## config.mk

```make
export PLATFORM = sky130hd
export DESIGN_NAME = vpw_symbol_rx
export DESIGN_NICKNAME = d
export VERILOG_FILES = /design/src/rtl/vpw_rx_pkg.sv /design/src/rtl/vpw_line_sync.sv /design/src/rtl/vpw_span_timer.sv /design/src/rtl/vpw_window_classify.sv /design/src/rtl/vpw_symbol_rx.sv
export SDC_FILE = /design/constraint.sdc
export NUM_CORES = 1
export LEC_CHECK = 0
export ABC_AREA = 1
export BUFFER_PORTS_ARGS = -buffer_cell sky130_fd_sc_hd__buf_2
export CORE_ASPECT_RATIO = 1.4
export CORE_UTILIZATION = 50
export DETAILED_ROUTE_END_ITERATION = 10
export HOLD_SLACK_MARGIN = 0.02
export PLACE_DENSITY = 0.75
export SYNTH_ARGS = -nofsm -noshare
export SYNTH_HDL_FRONTEND = slang
export SYNTH_SLANG_ARGS = --single-unit
```

## constraint.sdc

```tcl
create_clock -name clk -period 2.3 [get_ports clk]
set_input_delay 0.46 -clock clk [delete_from_list [all_inputs] [get_ports clk]]
set_output_delay 0.46 -clock clk [all_outputs]
set_load 0.05 [all_outputs]
```

## src/rtl/vpw_rx_pkg.sv

```systemverilog
// Shared types for the pulse-width symbol receiver.
// Assumes nothing beyond IEEE 1800-2017 enum support.
package vpw_rx_pkg;

    // Classification of a data-phase pulse duration.
    typedef enum logic [1:0] {
        SYM_BAD    = 2'd0,
        SYM_GLITCH = 2'd1,
        SYM_SHORT  = 2'd2,
        SYM_LONG   = 2'd3
    } sym_e;

    // Receiver phase: hunting for a start of frame, or inside a frame.
    typedef enum logic {
        PH_HUNT = 1'b0,
        PH_DATA = 1'b1
    } phase_e;

endpackage

```

## src/rtl/vpw_line_sync.sv

```systemverilog
// Brings the asynchronous bus line into the clock domain through a chain
// of STAGES flops. It keeps one more flop of history so that transitions
// can be detected on the synchronised signal.
// Assumes STAGES >= 2. The held level is the level of the pulse that
// ends when edge_seen is high.
module vpw_line_sync #(
    parameter int   STAGES    = 2,
    parameter logic RST_LEVEL = 1'b1
) (
    input  logic clk,
    input  logic rst_n,
    input  logic line_in,
    output logic lvl_held,
    output logic edge_seen
);
    localparam int DEPTH = STAGES + 1;

    logic [DEPTH-1:0] chain_q;

    // Shift the raw line through the synchroniser and history flop.
    always_ff @(posedge clk) begin
        if (!rst_n) chain_q <= {DEPTH{RST_LEVEL}};
        else        chain_q <= {chain_q[DEPTH-2:0], line_in};
    end

    assign lvl_held  = chain_q[STAGES];
    assign edge_seen = chain_q[STAGES-1] ^ chain_q[STAGES];
endmodule

```

## src/rtl/vpw_span_timer.sv

```systemverilog
// Counts us_tick pulses since the last line transition. The count
// saturates at all-ones, so long quiet periods cannot alias. span is the
// duration including the current cycle's tick. restart clears the
// count after the current cycle.
// Assumes the saturation value exceeds every window limit in use.
module vpw_span_timer #(
    parameter int CNT_W = 9
) (
    input  logic             clk,
    input  logic             rst_n,
    input  logic             tick,
    input  logic             restart,
    output logic [CNT_W-1:0] span
);
    localparam logic [CNT_W-1:0] SAT = '1;

    logic [CNT_W-1:0] cnt_q;

    // Duration seen so far, including this cycle's tick, saturating.
    always_comb begin
        span = (tick && (cnt_q != SAT)) ? cnt_q + 1'b1 : cnt_q;
    end

    // Hold the running duration; start over after a transition.
    always_ff @(posedge clk) begin
        if (!rst_n)       cnt_q <= SAT;
        else if (restart) cnt_q <= '0;
        else              cnt_q <= span;
    end
endmodule

```

## src/rtl/vpw_window_classify.sv

```systemverilog
// Compares a pulse duration against the duration windows for both rates
// at once. One copy of the comparators per rate is generated. Start of
// frame is reported for both rates; data symbols and the gap timeout are
// taken from the rate selected by `fast`.
// Assumes SHORT_MIN > GLITCH_MAX and that windows scaled by FAST_DIV
// stay non-empty.
module vpw_window_classify
    import vpw_rx_pkg::*;
#(
    parameter int CNT_W      = 9,
    parameter int SOF_MIN    = 164,
    parameter int SOF_LIM    = 245,
    parameter int SHORT_MIN  = 24,
    parameter int SPLIT      = 97,
    parameter int LONG_LIM   = 170,
    parameter int GAP_LEN    = 240,
    parameter int GLITCH_MAX = 2,
    parameter int FAST_DIV   = 4
) (
    input  logic [CNT_W-1:0] span,
    input  logic             fast,
    output logic             sof_norm,
    output logic             sof_quick,
    output sym_e             sym,
    output logic             gap_done
);
    localparam int                NRATES = 2;
    localparam logic [CNT_W-1:0] GL_MAX = CNT_W'(GLITCH_MAX);

    logic [NRATES-1:0] sof_hit;
    logic [NRATES-1:0] short_hit;
    logic [NRATES-1:0] long_hit;
    logic [NRATES-1:0] gap_hit;

    for (genvar r = 0; r < NRATES; r++) begin : g_rate
        localparam int               DIV    = (r == 0) ? 1 : FAST_DIV;
        localparam logic [CNT_W-1:0] SOF_LO = CNT_W'(SOF_MIN / DIV);
        localparam logic [CNT_W-1:0] SOF_HI = CNT_W'(SOF_LIM / DIV);
        localparam logic [CNT_W-1:0] SH_LO  = CNT_W'(SHORT_MIN / DIV);
        localparam logic [CNT_W-1:0] MID    = CNT_W'(SPLIT / DIV);
        localparam logic [CNT_W-1:0] LG_HI  = CNT_W'(LONG_LIM / DIV);
        localparam logic [CNT_W-1:0] GAP    = CNT_W'(GAP_LEN / DIV);

        // Window membership for this rate.
        always_comb begin
            sof_hit[r]   = (span >= SOF_LO) && (span < SOF_HI);
            short_hit[r] = (span >= SH_LO)  && (span < MID);
            long_hit[r]  = (span >= MID)    && (span < LG_HI);
            gap_hit[r]   = (span >= GAP);
        end
    end

    // Pick the data-phase class for the selected rate.
    always_comb begin
        sof_norm  = sof_hit[0];
        sof_quick = sof_hit[1];
        gap_done  = gap_hit[fast];
        if (short_hit[fast])     sym = SYM_SHORT;
        else if (long_hit[fast]) sym = SYM_LONG;
        else if (span <= GL_MAX) sym = SYM_GLITCH;
        else                     sym = SYM_BAD;
    end
endmodule

```

## src/rtl/vpw_symbol_rx.sv

```systemverilog
// Pulse-width symbol receiver top. It synchronises the line, times each
// pulse in microsecond ticks, classifies it, and runs the hunt/data
// phase control. All outputs are registered one-cycle strobes, except
// rate_fast, which holds the rate of the last accepted start of frame.
// Assumes act_level is static while frames are in flight. Latency from
// a line transition to its strobe is STAGES + 1 cycles.
module vpw_symbol_rx
    import vpw_rx_pkg::*;
#(
    parameter int SYNC_STAGES = 2,
    parameter int CNT_W       = 9,
    parameter int SOF_MIN     = 164,
    parameter int SOF_LIM     = 245,
    parameter int SHORT_MIN   = 24,
    parameter int SPLIT       = 97,
    parameter int LONG_LIM    = 170,
    parameter int GAP_LEN     = 240,
    parameter int GLITCH_MAX  = 2,
    parameter int FAST_DIV    = 4
) (
    input  logic clk,
    input  logic rst_n,
    input  logic us_tick,
    input  logic line_in,
    input  logic act_level,
    output logic bit_valid,
    output logic bit_value,
    output logic sof_strobe,
    output logic rate_fast,
    output logic eof_strobe,
    output logic err_strobe
);
    logic             lvl_held;
    logic             edge_seen;
    logic [CNT_W-1:0] span;
    logic             sof_norm;
    logic             sof_quick;
    sym_e             sym;
    logic             gap_done;
    logic             pulse_active;

    phase_e phase_q, phase_d;
    logic   fast_q, fast_d;
    logic   bv_d, bval_d, sof_d, eof_d, err_d;

    vpw_line_sync #(
        .STAGES    (SYNC_STAGES),
        .RST_LEVEL (1'b1)
    ) u_sync (
        .clk       (clk),
        .rst_n     (rst_n),
        .line_in   (line_in),
        .lvl_held  (lvl_held),
        .edge_seen (edge_seen)
    );

    vpw_span_timer #(
        .CNT_W (CNT_W)
    ) u_timer (
        .clk     (clk),
        .rst_n   (rst_n),
        .tick    (us_tick),
        .restart (edge_seen),
        .span    (span)
    );

    vpw_window_classify #(
        .CNT_W      (CNT_W),
        .SOF_MIN    (SOF_MIN),
        .SOF_LIM    (SOF_LIM),
        .SHORT_MIN  (SHORT_MIN),
        .SPLIT      (SPLIT),
        .LONG_LIM   (LONG_LIM),
        .GAP_LEN    (GAP_LEN),
        .GLITCH_MAX (GLITCH_MAX),
        .FAST_DIV   (FAST_DIV)
    ) u_class (
        .span      (span),
        .fast      (fast_q),
        .sof_norm  (sof_norm),
        .sof_quick (sof_quick),
        .sym       (sym),
        .gap_done  (gap_done)
    );

    assign pulse_active = (lvl_held == act_level);

    // Phase control: accept a start of frame, decode bits, close on gap.
    always_comb begin
        phase_d = phase_q;
        fast_d  = fast_q;
        bv_d    = 1'b0;
        bval_d  = 1'b0;
        sof_d   = 1'b0;
        eof_d   = 1'b0;
        err_d   = 1'b0;
        unique case (phase_q)
            PH_HUNT: begin
                if (edge_seen && pulse_active && (sof_norm || sof_quick)) begin
                    sof_d   = 1'b1;
                    fast_d  = sof_quick && !sof_norm;
                    phase_d = PH_DATA;
                end
            end
            PH_DATA: begin
                if (gap_done) begin
                    eof_d   = 1'b1;
                    phase_d = PH_HUNT;
                end else if (edge_seen) begin
                    unique case (sym)
                        SYM_SHORT: begin
                            bv_d   = 1'b1;
                            bval_d = pulse_active;
                        end
                        SYM_LONG: begin
                            bv_d   = 1'b1;
                            bval_d = !pulse_active;
                        end
                        SYM_GLITCH: begin
                            bv_d = 1'b0;
                        end
                        default: begin
                            err_d   = 1'b1;
                            phase_d = PH_HUNT;
                        end
                    endcase
                end
            end
            default: phase_d = PH_HUNT;
        endcase
    end

    // Register phase, rate and the output strobes.
    always_ff @(posedge clk) begin
        if (!rst_n) begin
            phase_q    <= PH_HUNT;
            fast_q     <= 1'b0;
            bit_valid  <= 1'b0;
            bit_value  <= 1'b0;
            sof_strobe <= 1'b0;
            eof_strobe <= 1'b0;
            err_strobe <= 1'b0;
        end else begin
            phase_q    <= phase_d;
            fast_q     <= fast_d;
            bit_valid  <= bv_d;
            bit_value  <= bval_d;
            sof_strobe <= sof_d;
            eof_strobe <= eof_d;
            err_strobe <= err_d;
        end
    end

    assign rate_fast = fast_q;
endmodule

```

# Word level (Yosys, flattened, before mapping)
# Index checks and enable logic that the tools add are counted.
[op_classes]
n_eq_ne = 5
n_shift = 0
div_mod_pow = 0
magnitude_cmp = 15
n_reduce_logical = 19
muxes = 20
addsub = 1
n_bitwise = 4
n_mul = 0
[op_table]
columns = ["op", "count"]
rows = [
  ["greater-or-equal comparator 9 x 6 -> 1 bit, second input constant", 2],
  ["greater-or-equal comparator 9 x 8 -> 1 bit, second input constant", 2],
  ["< comparator 9 x 6 -> 1 bit, second input constant", 2],
  ["< comparator 9 x 8 -> 1 bit, second input constant", 2],
  ["two-way mux 9 bit", 2],
  ["two-way mux 1 bit", 14],
  ["logical AND 1 bit", 10],
  ["adder 9 x 1 -> 9 bit, second input constant", 1],
  ["greater-or-equal comparator 9 x 3 -> 1 bit, second input constant", 1],
  ["greater-or-equal comparator 9 x 5 -> 1 bit, second input constant", 1],
  ["greater-or-equal comparator 9 x 7 -> 1 bit, second input constant", 1],
  ["less-or-equal comparator 9 x 2 -> 1 bit, second input constant", 1],
  ["< comparator 9 x 5 -> 1 bit, second input constant", 1],
  ["< comparator 9 x 7 -> 1 bit, second input constant", 1],
  ["inequality test 9 bit, second input constant", 1],
  ["equality test 2 bit, second input constant", 2],
  ["two-way mux 2 bit", 2],
  ["case mux 1 bit (2 select lines)", 2],
  ["AND reduction 2 bit", 2],
  ["OR reduction 2 bit", 2],
  ["OR reduction 4 bit", 1],
  ["inverter 1 bit", 3],
  ["OR reduction 3 bit", 1],
  ["equality test 2 x 1 -> 1 bit, second input constant", 1],
  ["5 further kinds", 6],
]
[totals]
mem_bits_ro = 0
register_bits = 19
latchBits = 0
ram_bits = 0
memories = 0

# Logic depth before layout (Yosys ltp)
[depth]
depth_word = 15
mapped_depth = 20
ltp_nobuf = 20

# Modules after synthesis
# Synthesis repeated with hierarchy kept, for this count alone.
[hier_totals]
hier_cells = 199
area_unflattened_um2 = 1236.2
[by_module_without_submodules]
columns = ["module", "area_per_inst_um2", "cells_per_inst", "n_inst"]
rows = [
  ["vpw_span_timer", 540.5, 82, 1],
  ["vpw_window_classify", 301.5, 65, 1],
  ["vpw_symbol_rx", 296.5, 39, 1],
  ["vpw_line_sync", 97.6, 13, 1],
]

# Worst setup path before layout
# OpenSTA, ideal clock, no wires.
[synth_path]
path_kind = "reg-to-reg"
startpoint = "reg u_timer.cnt_q[1]"
endpoint = "reg phase_q"
arrival_time_ps = 2205
path_stages_with_launch = 18
slack_ps = -17
n_path_buf = 0
required_time_ps = 2187
path_cell_list = "dfxtp_1 ha_1 nand3_2 nor4_1 ha_1 inv_2 nand2_8 nand2_1 o21ai_1 nand3_4 nor2_2 nand2_2 nand3_1 nand2_1 inv_2 nand3_2 nand2_1 nand2_1"
[synth_between]
elab_chain_cells = 15
elab_cells_between_ends = 44
cone_classes = "add/sub: 1; order compare: 14; eq/ne: 4; mux: 15; reduce/logical: 10"
[synth_rtl]
columns = ["element", "line", "rtl"]
rows = [
  ["from (decl)", "vpw_span_timer.sv:17", "logic [CNT_W-1:0] cnt_q;"],
  ["from (signal assigned)", "vpw_span_timer.sv:28", "else cnt_q <= span;"],
  ["parallel branches: the longest is 2 deep, another holds adder 9 x 1 -> 9 bit", "-", ""],
  ["two-way mux 9 bit *", "vpw_span_timer.sv:21", "span = (tick && (cnt_q != SAT)) ? cnt_q + 1'b1 : cnt_q;"],
  ["greater-or-equal comparator 9 x 7 -> 1 bit, or another cell as far along", "vpw_window_classify.sv:48", "long_hit[r] = (span >= MID) && (span < LG_HI);"],
  ["logical AND 1 bit", "vpw_window_classify.sv:48", ""],
  ["two-way mux 1 bit (implied by the code) (2 in series)", "vpw_window_classify.sv:59", "else if (long_hit[fast]) sym = SYM_LONG;"],
  ["two-way mux 2 bit", "vpw_window_classify.sv:59", ""],
  ["two-way mux 2 bit", "vpw_window_classify.sv:58", "if (short_hit[fast]) sym = SYM_SHORT;"],
  ["equality test 2 x 1 -> 1 bit or equality test 2 bit (tied branches)", "vpw_symbol_rx.sv:110", "unique case (sym)"],
  ["OR reduction 3 bit (no source line)", "-", ""],
  ["two-way mux 1 bit", "vpw_symbol_rx.sv:110", ""],
  ["two-way mux 1 bit", "vpw_symbol_rx.sv:109", "end else if (edge_seen) begin"],
  ["two-way mux 1 bit", "vpw_symbol_rx.sv:106", "if (gap_done) begin"],
  ["case mux 1 bit (2 select lines) *", "vpw_symbol_rx.sv:97", "unique case (phase_q)"],
  ["to (signal assigned)", "vpw_symbol_rx.sv:144", "phase_q <= phase_d;"],
  ["to (decl)", "vpw_symbol_rx.sv:42", "phase_e phase_q, phase_d;"],
]
# Every way passes the cells marked *. The select of a mux whose other input is x is not followed.
# A chain may end at the register's enable or synchronous reset.

# Worst setup path in the final report
[layout_path]
startpoint = "reg u_timer.cnt_q[0]"
endpoint = "reg phase_q"
# Same word-level chain as after synthesis.

==> impl_results.md <==
* Data arrival, critical path at 2.52 ns
* Post-Synthesis Cells at 192
* Most flop-heavy register: u_timer.cnt_q
* CP max stage delay at 0.35 ns
* Ys Warns at 0
* Worst slew pin tran at 0.3597 ns
* Diodes inserted at 0
* Setup Skew at 0.002225 ns
* Failing checks: setup timing
* All-Layer GR Usage at 29.43%
* Avg WL per Cell at 14.10 microns
* Port Buf Inserts at 10
* Die height at 60.81 microns
* Mapped Area at 1235 sq um
* Synth Net Count at 199
* Root Driver: clkbuf_4
* Drt initial violations at 71
* Final hold viol count at 0
* Critical Path RT at 2.51 ns
* Residual DRC count at 0
* Share of layout cells above drive strength 1 at 40.35%
* Post-synthesis register bit count at 19
* Worst Reg-to-Reg Cells at 18
* Final Worst Setup Slack at -0.003290 ns
* # rows at 20
* Vias in the first global route at 1336
* HP Class: in -> reg
* Most frequent cells in the layout: nand2_1, inv_1, buf_4
* Status: finished with violations
* Max Buffers Root-to-Sink at 2
* Top flop regs: u_timer.cnt_q x9, u_sync.chain_q x3
* Largest delay share family, worst path: simple AND/OR/NAND/NOR gates
* Gr busiest metal: met2
* Top cell type's share of synthesized area at 30.80%
* Synth area leader: dfxtp_1
* Core area at 2252 sq um
* Pwr/cell area at 750.3 nW/um^2
* Routed Antenna Nets at 0
* Kind of start point of the critical path: register
* R2R setup slack at -0.003 ns
* DR vias at 1374
* CTS hold repair buffers at 0
* Final Slew Violations at 0
* Critical path peak fanout at 6
* Fillcell total at 187
* Total of max-cap violations at 0
* Worst-path clk slew at 0.11 ns
* Hold path startpoint: line_in
* Final GP Congestion at 1.075
* DP Wirelength at 2.535 mm
* Initial antenna violation count at 0
* Largest register FFs at 9
* Met2 usage at 55.88%
* Sequential area share after synthesis at 30.80%
* Fin Setup TNS at -0.003290 ns
* Die ar. at 2675 sq um
* First drt pass iteration count at 6
* Hold Path End: u_sync.chain_q[0]
* Largest net degree at the start of global routing at 14
* Leakage at 0.8420 nW
* RR Startpoint: u_timer.cnt_q[0]
* Global Route met3 Usage at 1.786%
* Top cells by area, synth: dfxtp_1, nand2_1, inv_1
* IO Count at 11
* Worst path cell trace: ha_4 -> nand3_4 -> nor4_4 -> ha_2 -> clkinv_4 -> nand2_8 -> buf_6 -> buf_6 -> o21ai_4 -> nand3_4 -> nor2_4 -> nand2_2 -> nand3_2 -> nand2_2 -> nand2_2 -> nand3_2 -> nand2_1 -> nand2_1
* CTS Sinks at 19
* RSZ-0062 raised after global routing: true
* Post-route non-filler standard cell count at 250
* Worst path bufs/invs at 3
* Final min period at 2.303 ns
* First-pass GRT wire length at 5.706 mm
* RR Endpoint: phase_q
* Number of distinct library cells after synthesis at 30
* Crit Path Class: reg -> reg
* H-tree levels at 1
* Layout overhead on the synthesized area at 33.43%
* Met1 usage at 29.72%
* Worst Hold Depth at 2
* Nets at 236
* CTS tree: done
* TritonCTS Buffers at 3
* Critical path's most frequent cell: nand2_2
* Peak VDD IR at 0.5387 mV
* Rel. slew slack at 75.84%
* Final wirelength at 3.524 mm
* Critical path endpoint category: register
* GRT Residual Overflow at 0
* Fmax at 434.2 MHz
* Starting Density at 54.83%
* Synth Area per Inst at 6.432 sq um
* Drt via density at 5.496
* Most common cell after layout, fill and taps aside: nand2_1
* Skew-Pair Late Insertion Delay at 0.30 ns
* Setup violators final at 1
* Period Utilization, post-route at 100.1%
* Chip width at 44 microns
* # placed instances at 234
* Slowest CP cell: dfxtp_2
kinds of logic after synthesis:
| family | share of synthesized area [%] |
|---|---|
| compound gates | 10.64 |
| xor+xnor | 1.419 |
| fa+ha+maj | 2.026 |
| buf+inv | 10.03 |
| flops | 30.80 |
| simple gates | 45.09 |
final cells by class:
type | instances | area [sq um] | area share [%]
Inverter | 30 | 117.6 | 7.137
Multi-Input combinational cell | 141 | 853.3 | 51.78
Sequential cell | 19 | 384.1 | 23.31
Clock inverter | 1 | 5.005 | 0.3037
Timing Repair Buffer | 34 | 237.7 | 14.43
Clock buffer | 3 | 22.52 | 1.367
Tap cell | 22 | 27.53 | 1.670
where the power goes:
group	switching, mW	internal [mW]
registers	0.0226	0.359
clock network	0.108	0.0649
logic	0.402	0.280
total	0.532	0.704
metal layers:
layer,routed length (microns),share of wire (%)
met5,0,0
met1,1306,37
met3,101,2.9
met4,201,5.7
met2,1915,54
per-stage QoR:
stage          worst slack (ns)  total power, mW  hold slack, ns  area, sq um  utilization [%]
6_report              -0.003290            1.236          0.3347         1648            73.17
5_1_grt                 -0.1396            1.312          0.3362         1648            73.17
4_1_cts                -0.02729            1.155          0.3365         1562            69.33
3_5_place_dp            -0.1399           0.9002          0.4110         1400            62.17
3_3_place_gp            0.01429           0.8871          0.3979         1400            62.17
2_1_floorplan           0.05978           0.7396          0.3925         1244                -
timing repair:
action                     4_1_cts  5_1_grt
resized for setup               17       22
pin swaps                       13       16
setup endpoints to repair        6        6
setup buffers                   10        2
worst max path at each step:
stage	endpoint	slack, ns	from	depth (start not counted)
finish	phase_q	-0.003	u_timer.cnt_q[0]	18
global route	phase_q	-0.14	u_timer.cnt_q[0]	18
CTS	phase_q	-0.03	u_timer.cnt_q[1]	19
detailed placement	phase_q	-0.14	u_timer.cnt_q[0]	19
global placement	phase_q	0.01	u_timer.cnt_q[0]	17
floorplan	phase_q	0.06	u_timer.cnt_q[1]	17
worst register-to-register path: cells and delay by family (launching register included):
kind	cells	cell delay (ns)
DFF	1	0.35
AOI/OAI and AO/OA	1	0.20
and+or+nand+nor	12	0.97
adders and majority gates	2	0.37
buffers and inverters	3	0.33
cells in the mapped netlist:
| library cell | count |
|---|---|
| buf_1 | 1 |
| nand2_8 | 1 |
| inv_2 | 3 |
| nand3b_1 | 2 |
| a21oi_2 | 1 |
| nor3_1 | 2 |
| nor4_1 | 1 |
| a21oi_1 | 5 |
| xnor2_1 | 1 |
| o21ai_0 | 12 |
| nand2_2 | 7 |
| nor2_4 | 1 |
| nand3_4 | 1 |
| nand3_1 | 15 |
| nor2_1 | 10 |
| o22ai_1 | 1 |
| inv_1 | 27 |
| or2_2 | 3 |
| o21ai_1 | 2 |
| a31oi_1 | 1 |
| o211ai_1 | 1 |
| dfxtp_1 | 19 |
| buf_4 | 1 |
| xor2_1 | 1 |
| nor2_2 | 6 |
| o21bai_1 | 1 |
| nand3_2 | 3 |
| nand4_1 | 2 |
| ha_1 | 2 |
| nand2_1 | 59 |
Note: power is estimated with default switching activity, not from simulation.
